**src/rtl/ckstop_pkg.sv**
```systemverilog
package ckstop_pkg;

  typedef enum logic {
    CTL_NORMAL = 1'b0,
    CTL_STOP   = 1'b1
  } ctl_mode_e;

  // A fatal event under stop mode moves a running CPU into check-stop.
  function automatic logic halt_trigger(input logic halted, input ctl_mode_e mode,
                                        input logic mck, input logic any_logout_chk);
    return !halted && (mode == CTL_STOP) && (mck || any_logout_chk);
  endfunction

  // Forwarding is allowed only while running and not entering the stop.
  function automatic logic may_forward(input logic halted, input logic entering);
    return !halted && !entering;
  endfunction

endpackage

```
**src/rtl/ckstop_classify.sv**
```systemverilog
module ckstop_classify #(
  parameter int CHANNELS = 4
) (
  input  logic                halted,
  input  logic                ctl_stop,
  input  logic                mck,
  input  logic [CHANNELS-1:0] chan,
  input  logic [CHANNELS-1:0] logout,
  output logic                enter,
  output logic                mck_req,
  output logic [CHANNELS-1:0] chan_req
);
  import ckstop_pkg::*;

  logic [CHANNELS-1:0] fatal_lane;
  logic                any_fatal;
  logic                pass_ok;
  ctl_mode_e           mode;

  assign mode = ctl_mode_e'(ctl_stop);

  for (genvar i = 0; i < CHANNELS; i++) begin : g_lane
    assign fatal_lane[i] = chan[i] && logout[i];
    assign chan_req[i]   = pass_ok && chan[i];
  end

  assign any_fatal = |fatal_lane;
  assign enter     = halt_trigger(halted, mode, mck, any_fatal);
  assign pass_ok   = may_forward(halted, enter);
  assign mck_req   = pass_ok && mck;

endmodule

```
**src/rtl/ckstop_hold.sv**
```systemverilog
module ckstop_hold (
  input  logic clk,
  input  logic rst_n,
  input  logic enter,
  output logic halted
);
  always_ff @(posedge clk or negedge rst_n) begin
    if (!rst_n)     halted <= 1'b0;
    else if (enter) halted <= 1'b1;
  end
endmodule

```
**src/rtl/ckstop_fwd.sv**
```systemverilog
module ckstop_fwd #(
  parameter int WIDTH = 1
) (
  input  logic             clk,
  input  logic             rst_n,
  input  logic [WIDTH-1:0] req,
  output logic [WIDTH-1:0] strobe
);
  for (genvar i = 0; i < WIDTH; i++) begin : g_bit
    always_ff @(posedge clk or negedge rst_n) begin
      if (!rst_n) strobe[i] <= 1'b0;
      else        strobe[i] <= req[i];
    end
  end
endmodule

```
**src/rtl/ckstop_ctrl.sv**
```systemverilog
module ckstop_ctrl #(
  parameter int CHANNELS = 4
) (
  input  logic                clk,
  input  logic                rst_n,
  input  logic                ctl_stop_i,
  input  logic                mck_uncorr_i,
  input  logic [CHANNELS-1:0] chan_chk_i,
  input  logic [CHANNELS-1:0] chan_logout_i,
  output logic                halted_o,
  output logic                halt_lamp_o,
  output logic                test_lamp_o,
  output logic                fwd_mck_o,
  output logic [CHANNELS-1:0] fwd_chan_o
);
  logic                halted_w;
  logic                enter_w;
  logic                mck_req_w;
  logic [CHANNELS-1:0] chan_req_w;

  ckstop_classify #(.CHANNELS(CHANNELS)) u_class (
    .halted   (halted_w),
    .ctl_stop (ctl_stop_i),
    .mck      (mck_uncorr_i),
    .chan     (chan_chk_i),
    .logout   (chan_logout_i),
    .enter    (enter_w),
    .mck_req  (mck_req_w),
    .chan_req (chan_req_w)
  );

  ckstop_hold u_hold (
    .clk    (clk),
    .rst_n  (rst_n),
    .enter  (enter_w),
    .halted (halted_w)
  );

  ckstop_fwd #(.WIDTH(1)) u_fwd_mck (
    .clk    (clk),
    .rst_n  (rst_n),
    .req    (mck_req_w),
    .strobe (fwd_mck_o)
  );

  ckstop_fwd #(.WIDTH(CHANNELS)) u_fwd_chan (
    .clk    (clk),
    .rst_n  (rst_n),
    .req    (chan_req_w),
    .strobe (fwd_chan_o)
  );

  assign halted_o    = halted_w;
  assign halt_lamp_o = halted_w;
  assign test_lamp_o = ctl_stop_i;

endmodule

```
**config.mk**
```make
export PLATFORM = sky130hd
export DESIGN_NAME = ckstop_ctrl
export DESIGN_NICKNAME = d
export VERILOG_FILES = /design/src/rtl/ckstop_pkg.sv /design/src/rtl/ckstop_classify.sv /design/src/rtl/ckstop_hold.sv /design/src/rtl/ckstop_fwd.sv /design/src/rtl/ckstop_ctrl.sv
export SDC_FILE = /design/constraint.sdc
export NUM_CORES = 1
export LEC_CHECK = 0
export ABC_AREA = 1
export BUFFER_PORTS_ARGS = -buffer_cell sky130_fd_sc_hd__clkbuf_2
export CORE_AREA = 5 5 42 44
export DETAILED_ROUTE_END_ITERATION = 7
export DIE_AREA = 0 0 47 49
export MAX_ROUTING_LAYER = met4
export PLACE_DENSITY = 0.46
export SETUP_SLACK_MARGIN = 0.4
export SLEW_MARGIN = 20
export SYNTH_ARGS = -nofsm -noshare
export SYNTH_HDL_FRONTEND = slang
export SYNTH_SLANG_ARGS = --single-unit
```
**constraint.sdc**
```tcl
create_clock -name clk -period 0.8 [get_ports clk]
set_input_delay 0.16 -clock clk [delete_from_list [all_inputs] [get_ports clk]]
set_output_delay 0.16 -clock clk [all_outputs]
set_load 0.03 [all_outputs]
```
## Word level (Yosys, flattened, before mapping)

Index checks and enable logic that the tools add are counted.

- Reduce and logical (&&, ||, !) cells: 16

Operators by type and width:

| kind | count |
|---|---|
| $logic_and 1x1->1 | 12 |
| $reduce_or 4->1 | 1 |
| $logic_not 1->1 | 2 |
| $logic_or 1x1->1 | 1 |

- Flip-flop bits (word level): 6
- Input bits: 12
- Output and inout bits: 8
- Word-level logic and storage cells: 22

## Longest topological paths before layout

- Word-level depth: 7
- Depth in mapped cells: 5
- Gate-level depth less buffers: 5

## By module

From an unflattened synthesis, not the netlist that was laid out.

- Cell total of the unflattened synthesis: 32
- Area total of the unflattened synthesis: 281.5 um^2

Modules (own cells, without submodules):

| module | times used | cells each | area each (um^2) | seq. area each (um^2) |
|---|---|---|---|---|
| ckstop_classify | 1 | 21 | 105.1 | 0.0 |
| ckstop_fwd at u_fwd_chan | 1 | 4 | 100.1 | 100.1 |
| ckstop_hold | 1 | 4 | 36.3 | 25.0 |
| ckstop_fwd at u_fwd_mck | 1 | 1 | 25.0 | 25.0 |
| ckstop_ctrl | 1 | 2 | 15.0 | 0.0 |

## Worst setup path before layout

Ideal clock, no wire load.

- Kind: register -> output
- Start: reg u_hold.halted
- End: out halted_o
- Arrival time: 0.721 ns
- Required time: 0.640 ns
- Path slack: -0.081 ns
- Stages on the path, launching flop included: 2
- Buffers on the path: 1
- Path through: dfrtp_1 > buf_4

RTL lines:

| item | line | text |
|---|---|---|
| start, declared | ckstop_hold.sv:5 | `output logic halted` |
| start signal, assigned | ckstop_hold.sv:8 | `if (!rst_n) halted <= 1'b0;` |
| start signal, assigned | ckstop_hold.sv:9 | `else if (enter) halted <= 1'b1;` |
| end, declared | ckstop_ctrl.sv:10 | `output logic halted_o,` |

No word-level cell between the ends.

## Final worst setup path

- Start: reg u_hold.halted
- End: out halted_o

No word-level cell between the ends.

==> qor.txt <==
status -> finished, violations left
failing checks -> negative hold slack, negative setup slack
synthesis-to-finish area growth -> 95.1%
Final Slew Violations -> 0
DRC -> 0
Synth Area per Inst -> 9.16 um^2
Starting DRT DRC Count -> 4
Hold Fails Final Rpt -> 6
async set-or-reset flop fraction in the synthesized netlist -> 100%
grt ovf -> 0
DRT Pass-1 Iters -> 2
Worst path max stage delay -> 0.43 ns
DRT antenna net count -> 0
hold slack -> -0.264 ns
vias per cell -> 3.63
CTS Sinks -> 6
CTS tree -> yes
most numerous cell in the Yosys netlist -> inv_1
Die X -> 47 um
Rel. slew slack -> 89.9%
Chip Height -> 49 um
Filler cells -> 154
total track usage -> 5.59%
Synth area leader -> dfrtp_1
synth cell count leaders -> inv_1 (7), dfrtp_1 (6), nand2_1 (5), nor2_1 (5), buf_4 (2)
# setup viols final -> 13
Cell Area, Placed -> 364 um^2
Setup TNS -> -1.27 ns
Detailed Route WL -> 552 um
Initial Util -> 18.3%
clk_lat worst skew -> 0.24 ns
CTS buffer count -> 3
Synth Flop Type -> dfrtp_1
R2R Setup Slk -> -0.06 ns
dpl hpwl -> 468 um
slowest stage cell, crit path -> dfrtp_2
Avg WL per Cell -> 8.49 um
RSZ-0062 raised after global routing -> true
first-pass GRT wire length -> 814 um
final period utilization -> 121%
worst-path cell chain -> buf_8
final instance area -> 500 um^2
synthesized cell area -> 256 um^2
CTS Root Cell -> clkbuf_4
Nets -> 63
cell count after synthesis -> 28
initial antenna violation count -> 0
Synth Net Count -> 40
Max Cap Violations -> 0
port bufs -> 19
PwrDens -> 1300 mW/mm^2
clock transition at the registers of the reported paths -> 0.04 ns
endpoint class of the critical path -> output port
Top delay family on crit path -> flip-flops
maximum VDD drop -> 0.000507 V
leakage power -> 0.000275 uW
CP max FO -> 3
Hold/Removal Path Class -> in -> async
row cnt -> 14
Startpoint Class -> flip-flop
Setup Crit Path Kind -> reg -> out
H-tree lvl count -> 1
fmax -> 1030 MHz
ANT cells -> 0
vias in the first global route -> 220
worst slew pin tran -> 0.152 ns
die area -> 0.00230 mm^2
Arr. time, crit path -> 0.81 ns
Buf/Inv on CP -> 1
final worst slack -> -0.171 ns
largest net degree at the start of global routing -> 7
Setup Skew -> 0.000881 ns
gpl congestion -> 0.665
share of cells above drive strength 1 -> 75.5%
fin crit period -> 0.971 ns
Synth area leaders -> dfrtp_1 (59%), inv_1 (10%), nand2_1 (7.3%), nor2_1 (7.3%), buf_4 (5.9%)
Yosys cell types -> 8
Yosys reg bits -> 6
worst endpoint required time -> 0.64 ns
Seq/Total Area, Yosys -> 58.5%
setup slack at placement -> -0.0131 ns
via count -> 236
number of flops mapped to enable cells by yosys -> 0
Max clock buf depth -> 2
synth warn -> 0
Synth top area share -> 58.5%
CORE AREA -> 0.00140 mm^2
total I/O pin count -> 20
==> repair_timing <==
action / in CTS / in global routing
buffers inserted: 1 / 0
pin swaps: 2 / 1
gates resized for setup: 19 / 14
hold endpoints to repair: 6 / 6
setup endpoints to repair: 14 / 14
==> worst paths after layout <==
kind                          startpoint              endpoint  cells after the start
max                        u_hold.halted              halted_o                      1
min                                rst_n  u_fwd_chan.strobe[0]                      1
max reg2reg                u_hold.halted  u_fwd_chan.strobe[2]                      4
min reg2reg                u_hold.halted         u_hold.halted                      3
max in group asynchronous          rst_n      u_fwd_mck.strobe                      1
min in group clk           chan_chk_i[2]  u_fwd_chan.strobe[2]                      3
==> per-layer routing <==
layer | routed length (um) | global-route usage (%)
met5 | 0 | -
met4 | 10 | 8.29
met3 | 58 | 2.58
met2 | 300 | 6.33
met1 | 183 | 5.37
==> logic make-up after synthesis <==
kind of cell | share of synthesized area [%]
and+or+nand+nor | 21.0
buffers and inverters | 16.1
AOI/OAI and AO/OA | 4.39
DFF | 58.5
==> power by group <==
group / internal [uW] / total, uW / switching [uW]
Combinational: 39.4 / 77.7 / 38.3
Sequential: 305 / 305 / 0
Clock: 169 / 269 / 100
==> per-stage QoR <==
step | utilization (%) | power [uW] | std cells
after detailed placement | 26.0 | 375 | 61
final | 35.7 | 652 | 65
after floorplan | - | 344 | 28
after global placement | 26.0 | 375 | 61
after CTS | 33.7 | 660 | 65
after global routing | 35.7 | 677 | 65
==> cells in the final DEF (no fill, tap or decap), drive strengths merged <==
cell	Yosys	final
nand2	6	6
inv	7	7
nor2	5	5
dfrtp	6	6
clkbuf	0	13
buf	2	10
nand3	1	1
o21bai	1	1
==> flip-flops by register name, indices dropped and copies added (netlist names) <==
register	count
u_fwd_mck.strobe	1
u_fwd_chan.strobe	4
u_hold.halted	1
==> final cells by class <==
class	count	area, um^2	share of cell area (%)
Clock buffer	3	22.5	4.50
Inverter	7	26.3	5.25
Multi-Input combinational cell	13	85.1	17.0
Sequential cell	6	158	31.5
Tap cell	16	20.0	4.00
Timing Repair Buffer	20	189	37.7
==> worst register-to-register path: cells and delay by family (launching register included) <==
kind / cells / cell delay [ns]
simple gates: 2 / 0.16
flops: 1 / 0.43
buf+inv: 2 / 0.19
Note: power is estimated with default switching activity, not from simulation.
